<file path="src/rtl/tsa_pkg.sv">
package tsa_pkg;
   localparam int ENTRY_W  = 16;
   localparam int RUN_LSB  = 0;
   localparam int RUN_W    = 3;
   localparam int BYTE_BIT = 3;
   localparam int STB_LSB  = 4;
   localparam int NUM_STB  = 4;
   localparam int CHAN_LSB = STB_LSB + NUM_STB;
   localparam int CHAN_W   = 4;
   localparam int LAST_BIT = ENTRY_W - 1;
   localparam int UNIT_SH  = 3;
   localparam int LEN_W    = RUN_W + UNIT_SH + 1;

   typedef logic [ENTRY_W-1:0] entry_t;

   function automatic logic [LEN_W-1:0] slot_cycles(input entry_t e);
      logic [LEN_W-1:0] n;
      n = LEN_W'(e[RUN_LSB +: RUN_W]) + LEN_W'(1);
      return e[BYTE_BIT] ? (n << UNIT_SH) : n;
   endfunction
endpackage

</file>
<file path="src/rtl/tsa_route_mem.sv">
module tsa_route_mem
   import tsa_pkg::*;
#(
   parameter int NUM_BANKS  = 4,
   parameter int BANK_DEPTH = 64,
   localparam int DEPTH     = NUM_BANKS * BANK_DEPTH,
   localparam int ADDR_W    = $clog2(DEPTH)
) (
   input  logic              clk,
   input  logic              rst_n,
   input  logic              enable,
   input  logic [ADDR_W-1:0] act_lo,
   input  logic [ADDR_W-1:0] act_hi,
   input  logic              host_wr,
   input  logic [ADDR_W-1:0] host_addr,
   input  entry_t            host_wdata,
   input  logic [ADDR_W-1:0] rd_addr,
   output entry_t            rd_data,
   output logic              wr_err
);
   entry_t store [DEPTH];
   logic   in_active;

   assign in_active = enable && (host_addr >= act_lo) && (host_addr <= act_hi);

   always_ff @(posedge clk) begin
      if (host_wr && !in_active) begin
         store[host_addr] <= host_wdata;
      end
   end

   assign rd_data = store[rd_addr];

   always_ff @(posedge clk or negedge rst_n) begin
      if (!rst_n) begin
         wr_err <= 1'b0;
      end else if (!enable) begin
         wr_err <= 1'b0;
      end else if (host_wr && in_active) begin
         wr_err <= 1'b1;
      end
   end

   AST_ERR_CAUSE: assert property (@(posedge clk) disable iff (!rst_n)
      $rose(wr_err) |-> $past(host_wr));
   AST_ERR_STICKY: assert property (@(posedge clk) disable iff (!rst_n)
      wr_err && enable |=> wr_err);
endmodule

</file>
<file path="src/rtl/tsa_table_ctrl.sv">
module tsa_table_ctrl #(
   parameter int NUM_BANKS      = 4,
   parameter int BANK_DEPTH     = 64,
   parameter bit SHADOW_SUPPORT = 1'b1,
   localparam int DEPTH         = NUM_BANKS * BANK_DEPTH,
   localparam int ADDR_W        = $clog2(DEPTH),
   localparam int BANK_W        = $clog2(NUM_BANKS),
   localparam int SZ_W          = ADDR_W + 1
) (
   input  logic              clk,
   input  logic              rst_n,
   input  logic              enable,
   input  logic              fsync,
   input  logic [BANK_W-1:0] start_bank,
   input  logic              shadow_en,
   input  logic              swap_req,
   output logic [ADDR_W-1:0] act_lo,
   output logic [ADDR_W-1:0] act_hi,
   output logic [ADDR_W-1:0] load_base,
   output logic              swap_pending
);
   logic [SZ_W-1:0] region_lo, region_n, half_n, cur_lo, cur_n, oth_lo, cur_end;
   logic            act_half, eff_half, swap_now;

   assign region_lo = SZ_W'(start_bank) * SZ_W'(BANK_DEPTH);
   assign region_n  = (SZ_W'(NUM_BANKS) - SZ_W'(start_bank)) * SZ_W'(BANK_DEPTH);
   assign half_n    = region_n >> 1;
   assign eff_half  = shadow_en && act_half;
   assign cur_lo    = region_lo + (eff_half ? half_n : '0);
   assign oth_lo    = region_lo + (eff_half ? '0 : half_n);
   assign cur_n     = shadow_en ? half_n : region_n;
   assign cur_end   = cur_lo + cur_n - SZ_W'(1);
   assign swap_now  = enable && fsync && shadow_en && swap_pending;

   assign act_lo    = cur_lo[ADDR_W-1:0];
   assign act_hi    = cur_end[ADDR_W-1:0];
   assign load_base = swap_now ? oth_lo[ADDR_W-1:0] : cur_lo[ADDR_W-1:0];

   generate
      if (SHADOW_SUPPORT) begin : g_shadow
         logic req_ok;
         assign req_ok = swap_req && shadow_en;

         always_ff @(posedge clk or negedge rst_n) begin
            if (!rst_n) begin
               act_half     <= 1'b0;
               swap_pending <= 1'b0;
            end else begin
               if (swap_now) begin
                  act_half <= ~act_half;
               end
               swap_pending <= swap_now ? req_ok : (swap_pending || req_ok);
            end
         end

         AST_SWAP_DONE: assert property (@(posedge clk) disable iff (!rst_n)
            swap_now && !swap_req |=> !swap_pending);
         AST_HALF_HOLD: assert property (@(posedge clk) disable iff (!rst_n)
            !(enable && fsync) |=> $stable(act_half));
         AST_NO_SHADOW_REQ: assert property (@(posedge clk) disable iff (!rst_n)
            !shadow_en && !swap_pending |=> !swap_pending);
      end else begin : g_flat
         assign act_half     = 1'b0;
         assign swap_pending = 1'b0;
      end
   endgenerate
endmodule

</file>
<file path="src/rtl/tsa_slot_engine.sv">
module tsa_slot_engine
   import tsa_pkg::*;
#(
   parameter int ADDR_W = 8
) (
   input  logic               clk,
   input  logic               rst_n,
   input  logic               enable,
   input  logic               fsync,
   input  logic [ADDR_W-1:0]  load_base,
   input  logic [ADDR_W-1:0]  tbl_hi,
   input  entry_t             entry,
   output logic [ADDR_W-1:0]  rd_ptr,
   output logic               slot_active,
   output logic [CHAN_W-1:0]  slot_chan,
   output logic [NUM_STB-1:0] slot_strobe
);
   logic             running;
   logic [LEN_W-1:0] cnt, len;
   logic             slot_end, stop_here;
   logic [2:0]       unused_rsvd;

   assign unused_rsvd = entry[LAST_BIT-1 -: 3];
   assign len         = slot_cycles(entry);
   assign slot_end    = running && (cnt == len - LEN_W'(1));
   assign stop_here   = entry[LAST_BIT] || (rd_ptr == tbl_hi);

   always_ff @(posedge clk or negedge rst_n) begin
      if (!rst_n) begin
         running <= 1'b0;
         rd_ptr  <= '0;
         cnt     <= '0;
      end else if (!enable) begin
         running <= 1'b0;
         cnt     <= '0;
      end else if (fsync) begin
         running <= 1'b1;
         rd_ptr  <= load_base;
         cnt     <= '0;
      end else if (slot_end) begin
         cnt <= '0;
         if (stop_here) begin
            running <= 1'b0;
         end else begin
            rd_ptr <= rd_ptr + ADDR_W'(1);
         end
      end else if (running) begin
         cnt <= cnt + LEN_W'(1);
      end
   end

   assign slot_active = running;
   assign slot_chan   = running ? entry[CHAN_LSB +: CHAN_W] : '0;
   assign slot_strobe = running ? entry[STB_LSB +: NUM_STB] : '0;

   AST_OFF_IDLE: assert property (@(posedge clk) disable iff (!rst_n)
      !enable |=> !slot_active);
   AST_SYNC_LOAD: assert property (@(posedge clk) disable iff (!rst_n)
      enable && fsync |=> running && rd_ptr == $past(load_base));
   AST_CNT_BOUND: assert property (@(posedge clk) disable iff (!rst_n)
      running |-> cnt < len);
   AST_CNT_STEP: assert property (@(posedge clk) disable iff (!rst_n)
      running && enable && !fsync && !slot_end |=> cnt == $past(cnt) + LEN_W'(1));
   AST_LAST_STOPS: assert property (@(posedge clk) disable iff (!rst_n)
      slot_end && stop_here && enable && !fsync |=> !slot_active);
endmodule

</file>
<file path="src/rtl/tsa_sequencer.sv">
module tsa_sequencer
   import tsa_pkg::*;
#(
   parameter int NUM_BANKS      = 4,
   parameter int BANK_DEPTH     = 64,
   parameter bit SHADOW_SUPPORT = 1'b1,
   localparam int DEPTH         = NUM_BANKS * BANK_DEPTH,
   localparam int ADDR_W        = $clog2(DEPTH),
   localparam int BANK_W        = $clog2(NUM_BANKS)
) (
   input  logic               clk,
   input  logic               rst_n,
   input  logic               cfg_enable,
   input  logic [BANK_W-1:0]  cfg_start_bank,
   input  logic               cfg_shadow_en,
   input  logic               fsync,
   input  logic               host_wr,
   input  logic [ADDR_W-1:0]  host_addr,
   input  logic [ENTRY_W-1:0] host_wdata,
   input  logic               swap_req,
   output logic               swap_pending,
   output logic               wr_err,
   output logic               slot_active,
   output logic [CHAN_W-1:0]  slot_chan,
   output logic [NUM_STB-1:0] slot_strobe
);
   generate
      if (NUM_BANKS < 2 || (NUM_BANKS & (NUM_BANKS - 1)) != 0) begin : g_bad_banks
         $error("NUM_BANKS must be a power of two of at least 2");
      end
      if (BANK_DEPTH < 2 || (BANK_DEPTH & (BANK_DEPTH - 1)) != 0) begin : g_bad_depth
         $error("BANK_DEPTH must be a power of two of at least 2");
      end
      if (CHAN_LSB + CHAN_W > LAST_BIT - 3) begin : g_bad_layout
         $error("descriptor fields overlap the reserved or last bits");
      end
   endgenerate

   logic [ADDR_W-1:0] act_lo, act_hi, load_base, rd_ptr;
   entry_t            rd_data;

   tsa_table_ctrl #(
      .NUM_BANKS     (NUM_BANKS),
      .BANK_DEPTH    (BANK_DEPTH),
      .SHADOW_SUPPORT(SHADOW_SUPPORT)
   ) ctrl_i (
      .clk         (clk),
      .rst_n       (rst_n),
      .enable      (cfg_enable),
      .fsync       (fsync),
      .start_bank  (cfg_start_bank),
      .shadow_en   (cfg_shadow_en),
      .swap_req    (swap_req),
      .act_lo      (act_lo),
      .act_hi      (act_hi),
      .load_base   (load_base),
      .swap_pending(swap_pending)
   );

   tsa_route_mem #(
      .NUM_BANKS (NUM_BANKS),
      .BANK_DEPTH(BANK_DEPTH)
   ) mem_i (
      .clk       (clk),
      .rst_n     (rst_n),
      .enable    (cfg_enable),
      .act_lo    (act_lo),
      .act_hi    (act_hi),
      .host_wr   (host_wr),
      .host_addr (host_addr),
      .host_wdata(host_wdata),
      .rd_addr   (rd_ptr),
      .rd_data   (rd_data),
      .wr_err    (wr_err)
   );

   tsa_slot_engine #(
      .ADDR_W(ADDR_W)
   ) eng_i (
      .clk        (clk),
      .rst_n      (rst_n),
      .enable     (cfg_enable),
      .fsync      (fsync),
      .load_base  (load_base),
      .tbl_hi     (act_hi),
      .entry      (rd_data),
      .rd_ptr     (rd_ptr),
      .slot_active(slot_active),
      .slot_chan  (slot_chan),
      .slot_strobe(slot_strobe)
   );
endmodule

</file>
<file path="config.mk">
export PLATFORM = sky130hd
export DESIGN_NAME = tsa_sequencer
export DESIGN_NICKNAME = d
export VERILOG_FILES = /design/src/rtl/tsa_pkg.sv /design/src/rtl/tsa_route_mem.sv /design/src/rtl/tsa_table_ctrl.sv /design/src/rtl/tsa_slot_engine.sv /design/src/rtl/tsa_sequencer.sv
export SDC_FILE = /design/constraint.sdc
export NUM_CORES = 2
export LEC_CHECK = 0
export ABC_CLOCK_PERIOD_IN_PS = 4900
export CAP_MARGIN = 10
export CORE_AREA = 2 2 481 483
export DETAILED_ROUTE_END_ITERATION = 8
export DIE_AREA = 0 0 483 485
export PLACE_DENSITY = 0.75
export RECOVER_POWER = 100
export SKIP_CTS_REPAIR_TIMING = 1
export SLEW_MARGIN = 20
export SYNTH_ARGS = -nofsm -noshare
export SYNTH_HDL_FRONTEND = slang
export SYNTH_SLANG_ARGS = --single-unit
</file>
<file path="constraint.sdc">
create_clock -name clk -period 4.9 [get_ports clk]
set_input_delay 0.98 -clock clk [delete_from_list [all_inputs] [get_ports clk]]
set_output_delay 0.98 -clock clk [all_outputs]
set_load 0.005 [all_outputs]
</file>
# Word-level counts from Yosys, hierarchy flattened
# Memory sizes are Yosys's and may differ from the RTL's.
# Index checks and enable logic that the tools add are counted.
dict set report word_totals {
  ff_bits 19
  in_bits 33
  n_memories 1
  output_inout_bits 11
  mem_bits_rw 4096
  elab_cells 65
}
# name words width rd rd_clocked_by_memory_dff write_ports line_no
set mem_list {}
lappend mem_list {mem_i.store 256 16 1 0 1 tsa_route_mem.sv:21} ;# entry_t store [DEPTH];
dict set report op_classes {
  order_cmp 2
  n_addsub 9
  n_bitwise 1
  n_reduce_logical 16
  n_eq_ne 7
  muxes 23
}
# operator n
set op_table {}
lappend op_table {{two-way mux 8 bit} 7}
lappend op_table {{two-way mux 7 bit} 5}
lappend op_table {{adder 8 bit} 3}
lappend op_table {{logical AND 1 bit} 10}
lappend op_table {{two-way mux 1 bit} 9}
lappend op_table {{adder 8 x 1 -> 8 bit (second input constant)} 1}
lappend op_table {{equality test 8 bit} 1}
lappend op_table {{greater-or-equal comparator 8 bit} 1}
lappend op_table {{less-or-equal comparator 8 bit} 1}
lappend op_table {{two-way mux 4 bit} 2}
lappend op_table {{subtractor 8 x 1 -> 8 bit (second input constant)} 1}
lappend op_table {{adder 7 x 1 -> 7 bit (second input constant)} 1}
lappend op_table {{equality test 7 bit} 1}
lappend op_table {{subtractor 7 x 1 -> 7 bit (second input constant)} 1}
lappend op_table {{inequality test 3 x 1 -> 1 bit (second input constant)} 2}
lappend op_table {{adder 3 x 1 -> 4 bit (second input constant)} 1}
lappend op_table {{inequality test 4 x 1 -> 1 bit (second input constant)} 1}
lappend op_table {{AND reduction 3 bit} 1}
lappend op_table {{subtractor 3 x 2 -> 3 bit (first input constant)} 1}
lappend op_table {{logical OR 1 bit} 2}
lappend op_table {{inequality test 2 x 1 -> 1 bit (second input constant)} 1}
lappend op_table {{inequality test 2 bit (second input constant)} 1}
lappend op_table {{AND reduction 2 bit} 1}
lappend op_table {{nonzero test 2 bit} 1}
lappend op_table {{other kinds (2)} 2}

# Logic depth before layout (Yosys ltp)
dict set report logic_depth {
  depth_word 11
  depth_mapped 27
  mapped_depth_nobuf 19
}

# By module
# Synthesis repeated with hierarchy kept, for this count alone.
dict set report unflattened {
  hier_cells 7880
  area_unflattened_um2 162119.2
}
# mod area_each_um2 seq_area_each_um2 cells_each n_inst
set by_module_without_submodules {}
lappend by_module_without_submodules {tsa_route_mem 160241.2 123023.0 7656 1}
lappend by_module_without_submodules {tsa_slot_engine 1436.4 400.4 172 1}
lappend by_module_without_submodules {tsa_table_ctrl 441.7 50.0 52 1}

# Worst setup path after synthesis
# OpenSTA, ideal clock, no wires.
dict set report synth_path {
  path_kind {reg-to-output}
  from {register eng_i.rd_ptr[1]}
  to {output port slot_chan[0]}
  slack_ns -0.252
  arrival_time_ns 4.172
  t_required_ns 3.920
  path_stages_with_launch 15
  path_cell_list {dfrtp_1 buf_4 buf_6 buf_2 buf_4 buf_4 buf_2 buf_2 clkbuf_1 buf_1 mux4_2 mux4_2 mux4_2 mux4_2 and2_1}
}
dict set report synth_via {
  elab_chain_cells 2
}
# element line_no
set synth_rtl {}
lappend synth_rtl {{start, declared} tsa_slot_engine.sv:13} ;# output logic [ADDR_W-1:0] rd_ptr,
lappend synth_rtl {{start signal, assigned} tsa_slot_engine.sv:38} ;# rd_ptr <= load_base;
lappend synth_rtl {{start signal, assigned} tsa_slot_engine.sv:45} ;# rd_ptr <= rd_ptr + ADDR_W'(1);
lappend synth_rtl {{memory (256 x 16 bit)} -}
lappend synth_rtl {{two-way mux 4 bit} tsa_slot_engine.sv:53} ;# assign slot_chan = running ? entry[CHAN_LSB +: CHAN_W] : '0;
lappend synth_rtl {{end, declared} tsa_sequencer.sv:24} ;# output logic [CHAN_W-1:0] slot_chan,
# Every way passes these cells.

# Worst setup path after layout
dict set report layout_path {
  from {register eng_i.rd_ptr[0]}
  to {output port slot_chan[2]}
}
# The elaborated chain is that of the path after synthesis.

==> impl_metrics.toml <==
[logic_synthesis]
seq_area_frac_synth_pct = 77.2
synth_compound_area_share_pct = 1.53
synth_fp_nets = 5706
yosys.area_share.adder_pct = 0.125
syn_area_per_cell_sq_um = 23.0
synthMuxAreaShare_pct = 17.7
ys_types = 84
synth_top_family_by_area = "multiplexers"
synthFlopType = "edfxtp_1"
async_flop_share_pct = 0.568
synth-simple-area-share_pct = 1.81
syn_area_sq_mm = 0.130
ys_warn_count = 0
synth-edff-count = 3328
syn_inst = 5660
ys_seq_elements = 3347
synth_xor_area_share_pct = 0.162

[critical_path]
crit_type = "flip-flop to output port"
cp.required_ns = 3.92
critical_path_depth = 13
r2r_start = "eng_i.rd_ptr[0]"
worstPathMaxFanout = 6
slowest_delay_ns = 0.64
worstPathCellList = "buf_12, buf_12, buf_16, buf_16, buf_6, buf_16, buf_4, mux4_2, mux4_2, mux4_2, mux4_2, and2_4, buf_6"
critPathLaunch = "eng_i.rd_ptr[0]"
crit_family = "multiplexers"
cpMaxStageDelayCell = "mux4_2"
cp_common_cell = "mux4_2"
start_kind = "flip-flop"
critPathBufInv = 8
worstPathArrival_ns = 5.05
rr_worst_depth = 27
endpoint_kind = "output port"

[finish]
area_growth_pct = 18.4
drive_above_1_share_pct = 37.1
instances_no_fill = 10073
utilization_pct = 67.2
layout.nets = 6828

[sta]
hold_viol = 0
setup_violations = 846
hold_slack_ns = 0.579
tns_ns = -171.79
fin_skew_ns = 0.0810
slew_viol_final = 2076
period_share_pct = 123
finalWorstSetupSlack_ns = -1.13
fmax_mhz = 166
worstMarginPinSlew_ns = 5.49
slew_headroom_pct = -266
rsz0062_at_grt = "yes"
fin_crit_ns = 6.03

[cts]
root_buffer = "clkbuf_16"
clk_path_buf_depth = 4
cts_sinks = 3347
cts_buffers = 339
clk_pin_slew_ns = 0.07
clk_latency_ns = 0.98
h-tree-depth = 5
cts_tree = "yes"

[global_routing]
overflow = 0
track_usage_pct = 31.2
antenna_found_initial = 29
grt_max_degree = 120
grt_pass1_vias = 67142
grt_pass1_wl_microns = 511000

[placement]
io_buffers = 40
dp.cells = 9309
place_congestion = 0.985
preCtsSetupSlack_ns = -0.880
hpwl_microns = 225000

[run_status]
violations = "max-capacitance violations, max-slew violations, negative setup slack"
status = "complete, but fails checks"

[floorplan]
placementRows = 176
start_util_pct = 56.8
die_w_microns = 483
io_pins = 44
dieArea_sq_mm = 0.234
die_y_microns = 485
core_area_sq_mm = 0.229

[min_path]
hold_class = "flip-flop to flip-flop"
hold_depth = 1
hp-start = "mem_i.wr_err"

[job]
drv_cap = 27

[power_and_ir_drop]
peakVddDrop_mv = 0.402
power_density_mw_per_mm2 = 391
p_leak_nw = 48.8

[detailed_routing]
wire_per_inst_microns = 37.5
drc = 0
drtAntennaViolNets = 0
dr.first_iter.drc_count = 11981
vias = 69263
first_pass_iters = 6
vias_per_cell = 6.88
wirelength_microns = 377000
[where the power goes]
group / leakage, nW / switching, mW / total [mW] / internal, mW
sequential: 30.1 / 0.0456 / 31.6 / 31.6
clock: 5.37 / 10.6 / 26.0 / 15.3
combinational: 13.3 / 1.75 / 2.64 / 0.884
[routing by layer]
| layer | global-route usage (%) | wire, microns | up-vias |
|---|---|---|---|
| li1 | - | - | 26416 |
| met1 | 41.7 | 126000 | 35868 |
| met2 | 48.0 | 176000 | 5785 |
| met3 | 8.49 | 51200 | 1162 |
| met4 | 15.6 | 24300 | 32 |
| met5 | 0 | 246 | - |
[path summary, 6_finish.rpt]
check                                   to  slack (ns)
setup / recovery              slot_chan[2]       -1.13
hold / removal                mem_i.wr_err        0.58
setup reg to reg           eng_i.rd_ptr[7]       -0.96
hold reg to reg               mem_i.wr_err        0.58
max in group asynchronous  eng_i.rd_ptr[1]        2.98
min in group asynchronous     eng_i.cnt[4]        0.99
[layout by cell type (no fill, tap or decap), types with 14 or more instances in the layout]
cell type        netlist  final
inv_1                 18     14
nand2_1               92     80
edfxtp_1            3328   3328
clkbuf_1             128     70
nor2_2                 1     37
nor2_1               305    268
clkbuf_2               0     21
buf_16                 0     20
o22ai_1               17     17
clkdlybuf4s50_1        0     16
buf_4                 19    853
a21oi_1               39     38
xnor2_1               17     15
mux2i_1              166    166
nand3_1               40     32
o21ai_0               23     20
clkinv_2               0     56
bufinv_16              0     47
clkinv_1               1     64
mux4_2               937    937
buf_12                 8     95
nand4_1               14     14
buf_6                 23     40
a211oi_1              18     14
diode_2                0     18
clkbuf_16              0    367
a22oi_1               55     54
[registers in the layout, summed over array words and instances, names as in the netlist]
name                 cells
ctrl_i.act_half          1
eng_i.rd_ptr             8
eng_i.cnt                7
eng_i.slot_active        1
mem_i.wr_err             1
ctrl_i.swap_pending      1
mem_i.store           3328
[worst register-to-register path, delay by kind of cell, from the launching register on]
family | cells | cell delay [ns]
buffers and inverters | 9 | 1.42
adders and majority gates | 2 | 0.55
and+or+nand+nor | 7 | 1.38
DFF | 1 | 0.48
AOI/OAI and AO/OA | 8 | 1.77
xor gates and xnor gates | 1 | 0.13
[through the flow]
step                total power, mW  area (sq um)
global route                   61.5        154000
finish                         60.2        154000
detailed placement             34.6        141000
CTS                            60.1        152000
floorplan                      33.1        130000
global placement               34.5        141000
[synthesized netlist by cell type, types with 18 or more instances]
library cell  instances  area share, %
buf_2               103           0.40
buf_1                40           0.12
nand3_1              40           0.15
nor2_1              305           0.88
dfrtp_1              19           0.37
mux4_2              937             16
a22oi_1              55           0.32
edfxtp_1           3328             77
o21ai_0              23          0.088
a211oi_1             18           0.10
mux2i_1             166            1.3
clkbuf_1            128           0.37
nand2_1              92           0.27
a21oi_1              39           0.15
buf_4                19           0.11
inv_1                18          0.052
buf_6                23           0.20
[cells by family after synthesis]
family / count (synthesis)
DFF: 3347
adders and majority gates: 13
AOI/OAI and AO/OA: 271
buffers and inverters: 349
xor gates and xnor gates: 24
and+or+nand+nor: 535
muxes: 1121
[layout make-up]
| type | count | area [sq um] |
|---|---|---|
| fill | 13561 | 75100 |
| antenna | 18 | 45.0 |
| clock buffer | 398 | 8850 |
| inverter | 21 | 86.3 |
| tap | 3026 | 3790 |
| multi-input combinational | 1964 | 28200 |
| clock inverter | 190 | 2150 |
| sequential | 3347 | 100000 |
| timing repair buffer | 1109 | 10400 |
(Power assumes the default switching activity.)
